$ cat src/rtl/mc_pkg.sv
// Package: shared constants and helpers for the macrocell.
// Assumes: exactly one clock-source strobe vector per cell.
package mc_pkg;
    localparam int unsigned MC_NUM_CLK = 4;
    localparam int unsigned MC_SEL_W   = $clog2(MC_NUM_CLK);

    // Storage rule applied on an enabled clock event.
    typedef enum logic {
        STORE_LOAD   = 1'b0,
        STORE_TOGGLE = 1'b1
    } store_rule_t;

    // Next stored value for a given rule.
    function automatic logic mc_next(input store_rule_t rule, input logic q, input logic d);
        return (rule == STORE_TOGGLE) ? (q ^ d) : d;
    endfunction
endpackage

$ cat src/rtl/mc_clk_sel.sv
// Module: mc_clk_sel
// Picks one clock-source strobe by binary index and turns it into an update
// enable for the core-clocked storage. Assumes each strobe lasts one cycle and
// sel is static while out of reset.
module mc_clk_sel #(
    parameter int unsigned NUM_CLK = 4,
    localparam int unsigned SEL_W  = $clog2(NUM_CLK)
) (
    input  logic               clk,
    input  logic               rst_n,
    input  logic [NUM_CLK-1:0] tick,
    input  logic [SEL_W-1:0]   sel,
    output logic               en
);
    logic [NUM_CLK-1:0] sel_hot;
    logic [NUM_CLK-1:0] gated;

    // One decoder slice and one AND gate for each clock source.
    for (genvar i = 0; i < NUM_CLK; i++) begin : g_src
        assign sel_hot[i] = (sel == SEL_W'(i));
        assign gated[i]   = sel_hot[i] & tick[i];
    end

    // Purpose: merge the gated strobes into one update enable.
    always_comb begin
        en = |gated;
    end

    AST_EN_NEEDS_TICK: assert property (@(posedge clk) disable iff (!rst_n)
        en |-> (tick != '0));
    AST_ONE_SOURCE: assert property (@(posedge clk) disable iff (!rst_n)
        $onehot0(gated));
endmodule

$ cat src/rtl/mc_store.sv
// Module: mc_store
// The cell's one storage bit. On an enabled core-clock edge it loads d or
// toggles on d, as rule selects. A synchronous active-low reset has priority.
// Assumes rule is static while out of reset.
module mc_store
    import mc_pkg::*;
(
    input  logic        clk,
    input  logic        rst_n,
    input  logic        en,
    input  store_rule_t rule,
    input  logic        d,
    output logic        q
);
    // Purpose: reset, or apply the storage rule when enabled.
    always_ff @(posedge clk) begin
        if (!rst_n) begin
            q <= 1'b0;
        end else if (en) begin
            q <= mc_next(rule, q, d);
        end
    end

    AST_RESET_CLEARS: assert property (@(posedge clk)
        !rst_n |=> (q == 1'b0));
    AST_HOLD_IDLE: assert property (@(posedge clk) disable iff (!rst_n)
        !en |=> $stable(q));
    AST_LOAD_RULE: assert property (@(posedge clk) disable iff (!rst_n)
        (en && rule == STORE_LOAD) |=> (q == $past(d)));
    AST_TOGGLE_RULE: assert property (@(posedge clk) disable iff (!rst_n)
        (en && rule == STORE_TOGGLE) |=> (q == ($past(q) ^ $past(d))));
endmodule

$ cat src/rtl/mc_out_path.sv
// Module: mc_out_path
// Chooses the cell result (stored or direct) and applies polarity after the
// storage. It also handles pin release in buried mode and steers the pin input
// to pin_fb. Purely combinational; clk and rst_n serve only the checks.
module mc_out_path (
    input  logic clk,
    input  logic rst_n,
    input  logic registered,
    input  logic invert,
    input  logic buried,
    input  logic q,
    input  logic sum_term,
    input  logic pin_in,
    output logic pin_out,
    output logic pin_oe,
    output logic fb_out,
    output logic pin_fb
);
    logic result;

    // Purpose: select the true-sense result.
    always_comb begin
        result = registered ? q : sum_term;
    end

    // Purpose: drive pin, enable and both feedback paths.
    always_comb begin
        fb_out  = result;
        pin_oe  = ~buried;
        pin_out = buried ? 1'b0 : (result ^ invert);
        pin_fb  = buried ? pin_in : 1'b0;
    end

    AST_BURIED_QUIET: assert property (@(posedge clk) disable iff (!rst_n)
        buried |-> (!pin_oe && !pin_out && pin_fb == pin_in));
    AST_DRIVEN_PIN: assert property (@(posedge clk) disable iff (!rst_n)
        !buried |-> (pin_oe && !pin_fb));
    AST_POLARITY_AFTER: assert property (@(posedge clk) disable iff (!rst_n)
        !buried |-> (pin_out == (fb_out ^ invert)));
endmodule

$ cat src/rtl/pl_macrocell.sv
// Module: pl_macrocell (top)
// One configurable output cell: strobe selection, load/toggle storage,
// output and feedback steering. Assumes all cfg_* inputs change only while
// rst_n is low, and that each clock source arrives as a one-cycle strobe
// synchronous to clk.
module pl_macrocell
    import mc_pkg::*;
(
    input  logic                clk,
    input  logic                rst_n,
    input  logic                sum_term,
    input  logic                pin_in,
    input  logic [MC_NUM_CLK-1:0] clk_tick,
    input  logic                cfg_registered,
    input  logic                cfg_toggle,
    input  logic                cfg_invert,
    input  logic [MC_SEL_W-1:0] cfg_clk_sel,
    input  logic                cfg_buried,
    output logic                pin_out,
    output logic                pin_oe,
    output logic                fb_out,
    output logic                pin_fb
);
    logic        upd_en;
    logic        stored;
    store_rule_t rule;

    // Purpose: map the toggle bit onto the storage rule type.
    always_comb begin
        rule = cfg_toggle ? STORE_TOGGLE : STORE_LOAD;
    end

    mc_clk_sel #(.NUM_CLK(MC_NUM_CLK)) u_sel (
        .clk   (clk),
        .rst_n (rst_n),
        .tick  (clk_tick),
        .sel   (cfg_clk_sel),
        .en    (upd_en)
    );

    mc_store u_store (
        .clk   (clk),
        .rst_n (rst_n),
        .en    (upd_en),
        .rule  (rule),
        .d     (sum_term),
        .q     (stored)
    );

    mc_out_path u_out (
        .clk        (clk),
        .rst_n      (rst_n),
        .registered (cfg_registered),
        .invert     (cfg_invert),
        .buried     (cfg_buried),
        .q          (stored),
        .sum_term   (sum_term),
        .pin_in     (pin_in),
        .pin_out    (pin_out),
        .pin_oe     (pin_oe),
        .fb_out     (fb_out),
        .pin_fb     (pin_fb)
    );

    AST_DIRECT_PATH: assert property (@(posedge clk) disable iff (!rst_n)
        (!cfg_registered && !cfg_buried) |-> (pin_out == (sum_term ^ cfg_invert)));
    AST_FB_SOURCE: assert property (@(posedge clk) disable iff (!rst_n)
        !cfg_registered |-> (fb_out == sum_term));
endmodule

$ cat config.mk
export PLATFORM = sky130hd
export DESIGN_NAME = pl_macrocell
export DESIGN_NICKNAME = d
export VERILOG_FILES = /design/src/rtl/mc_pkg.sv /design/src/rtl/mc_clk_sel.sv /design/src/rtl/mc_store.sv /design/src/rtl/mc_out_path.sv /design/src/rtl/pl_macrocell.sv
export SDC_FILE = /design/constraint.sdc
export NUM_CORES = 1
export LEC_CHECK = 0
export ABC_AREA = 1
export BUFFER_PORTS_ARGS = -buffer_cell sky130_fd_sc_hd__buf_4
export CAP_MARGIN = 20
export CORE_AREA = 2 2 39 41
export CTS_CLUSTER_DIAMETER = 60
export CTS_CLUSTER_SIZE = 25
export DETAILED_ROUTE_END_ITERATION = 6
export DIE_AREA = 0 0 41 43
export PLACE_DENSITY = 0.43
export SYNTH_ARGS = -nofsm -noshare
export SYNTH_HDL_FRONTEND = slang
export SYNTH_SLANG_ARGS = --single-unit
$ cat constraint.sdc
create_clock -name clk -period 1.54 [get_ports clk]
set_clock_uncertainty 0.05 [all_clocks]
set_input_delay 0.154 -clock clk [delete_from_list [all_inputs] [get_ports clk]]
set_output_delay 0.154 -clock clk [all_outputs]
set_load 0.01 [all_outputs]
==> metrics.md <==
| Metric | Value |
|---|---|
| Synth area leaders | `nand2_1 (28%), inv_1 (17%), dfxtp_1 (15%)` |
| Placed Cells | `61` |
| Sequential share of the synthesized area | `0.1495` |
| Via count of the routed design | `208` |
| Count leader, synth | `nand2_1` |
| Hold slack | `about 0.34 ns` |
| Final Cell Area | `between 200 and 300 sq um` |
| Layout Nets | `around 60` |
| Crit end category | `primary output` |
| Gr usage total | `0.05100` |
| Max reg flops | `1` |
| Leak Pwr | `0.1721 nW` |
| Layout overhead on the synthesized area | `110.3%` |
| Number of diodes | `0` |
| DRT Pass-1 Iters | `3` |
| Overflow after GRT | `0` |
| Outcome | `completed` |
| Latest clock arrival within the worst-skew pair | `0 ns` |
| Post-CTS sizing | `0` |
| Async S/R FF share, synth | `0` |
| Final TNS setup | `0 ns` |
| Die height | `43 um` |
| CTS Hold Buffers Added | `0` |
| RD Place Congestion | `0.5913` |
| Vias/cell | `roughly 3.4` |
| Drt wl/cell | `6.459 um` |
| Post-route clock period utilization | `0.6973` |
| Drt first-iter violations | `4` |
| Max Cap Viol | `0` |
| Crit path launch | `u_store.q` |
| Crit path required time | `1.34 ns` |
| Placed standard-cell area | `281.5 sq um` |
| Io pins | `18` |
| Pwr dens | `roughly 360 nW/um^2` |
| Min-delay worst type | `input pin to flop` |
| CP Max Fanout | `4` |
| Worst Reg-to-Reg Cells | `5` |
| PortBufs | `17` |
| Final setup viols | `0` |
| EDFF count, synth | `0` |
| Comb power frac | `0.683` |
| Proportion of layout cells with a drive suffix above 1 | `0.4000` |
| Final hold vios | `0` |
| Post-route insts no fill | `61` |
| DRC viols | `0` |
| Fillers | `159` |
| Largest net degree at the start of global routing | `5` |
| Starting Density | `0.09674` |
| Synth top cells by count | `nand2_1 (10), inv_1 (6), nand3_1 (4)` |
| Net Sw Frac | `0.3022` |
| Crit path kind | `flop to primary output` |
| Biggest regs | `u_store.q (1)` |
| Reg2reg start | `u_store.q` |
| Peak supply drop | `0.0001463 V` |
| Sw power | `0.03024 mW` |
| Area leader, netlist | `nand2_1` |
| Die ar. | `1763 sq um` |
| Core area | `approximately 1400 sq um` |
| Global-route wire length before repair | `slightly below 700 um` |
| Worst-path clk slew | `0 ns` |
| Post-Syn Area | `approximately 130 sq um` |
| ANT nets after route | `0` |
| Worst setup SP type | `flop` |
| Syn_nets | `42` |
| Internal power | `0.06983 mW` |
| Crit path to | `pin_out` |
| Vias in the first global route | `216` |
| Slew headroom | `0.9074` |
| Worst reg-to-reg setup slack | `between 0.7 and 0.8 ns` |
| Clk network pwr share | `0` |
| Worst EP arrival | `just under 0.9 ns` |
| Post-synth top area share | `0.2804` |
| Initial antenna violation count | `0` |
| Setup Fix Bufs, Post-CTS | `0` |
| Period minus WS final | `1.074 ns` |
| Synth Instances | `28` |
| Dominant synthesized flop cell | `dfxtp_1` |
| Seq pwr share | `0.317` |
| Yosys warning total | `0` |
| Largest Register | `u_store.q` |
| RSZ-0062 raised after global routing | `false` |
| Avg Cell Area, Syn | `approximately 4.8 sq um` |
| Fmax | `roughly 0.93 GHz` |
| Max-slew violation count | `0` |
| Reg2reg end | `u_store.q` |
| Dpl hpwl | `368.7 um` |
| Yosys cell types | `9` |
| Die width | `41 um` |
| Yosys reg bits | `1` |
| Measured slew at the worst slew-check pin | `0.1374 ns` |
| Row count | `14` |
| Post-Route WL | `394 um` |
-- cell type report --
type                    instances  area (sq um)  share of cell area
inverters                       7         27.53             0.09778
multi-input cells              20         86.33              0.3067
flip-flops and latches          1         20.02             0.07111
well taps                      16         20.02             0.07111
repair buffers                 17         127.6              0.4533
-- per-stage QoR --
stage	power [mW]	util	worst slack [ns]
final	0.1001	0.2034	0.4661
after global routing	0.1091	0.2034	0.3606
after CTS	0.1011	0.2034	0.4619
after detailed placement	0.1008	0.2034	0.4653
after global placement	0.1007	0.2034	0.4626
after floorplan	0.05897	-	0.5626
-- placed cells by master (no fill, tap or decap) --
| master | synthesis | routed |
|---|---|---|
| o21a_1 | 1 | 1 |
| nand2_1 | 10 | 10 |
| buf_4 | 0 | 17 |
| dfxtp_1 | 1 | 1 |
| nand3_1 | 4 | 4 |
| a21oi_1 | 1 | 1 |
| clkinv_2 | 1 | 1 |
| inv_1 | 6 | 6 |
| o21ai_0 | 1 | 1 |
| nor2_1 | 3 | 3 |
-- cell families after synthesis --
logic type	synth area share
simple gates	0.5140
flops	0.1495
buf+inv	0.2056
compound gates	0.1308
-- critical path, stage by stage, from the launching register on --
cell and delay [ns]:
dfxtp_1 0.35, nand2_1 0.06, o21a_1 0.12, o21ai_0 0.15
nor2_1 0.06, buf_4 0.14
-- routing by layer --
layer | vias to the layer above | share of wire | global-route usage
li1 | 119 | - | -
met4 | 0 | 0 | 0
met5 | - | 0 | 0
met3 | 0 | 0.17 | 0.005236
met1 | 73 | 0.46 | 0.06667
met2 | 16 | 0.37 | 0.09063
-- power groups by stage --
stage          clock network (mW)  registers (mW)  logic (mW)
3_3_place_gp                    0          0.0318      0.0689
4_1_cts                         0          0.0317      0.0694
5_1_grt                         0          0.0320      0.0771
3_5_place_dp                    0          0.0317      0.0691
2_1_floorplan                   0          0.0311      0.0278
6_report                        0          0.0317      0.0684
-- how the worst min path moves through the flow --
stage / start / to / slack [ns] / cells after the start
floorplan: rst_n / u_store.q / 0.22 / 2
global placement: rst_n / u_store.q / 0.34 / 3
detailed placement: rst_n / u_store.q / 0.35 / 3
CTS: rst_n / u_store.q / 0.35 / 3
global route: rst_n / u_store.q / 0.36 / 3
finish: rst_n / u_store.q / 0.34 / 3
(Power assumes the default switching activity.)
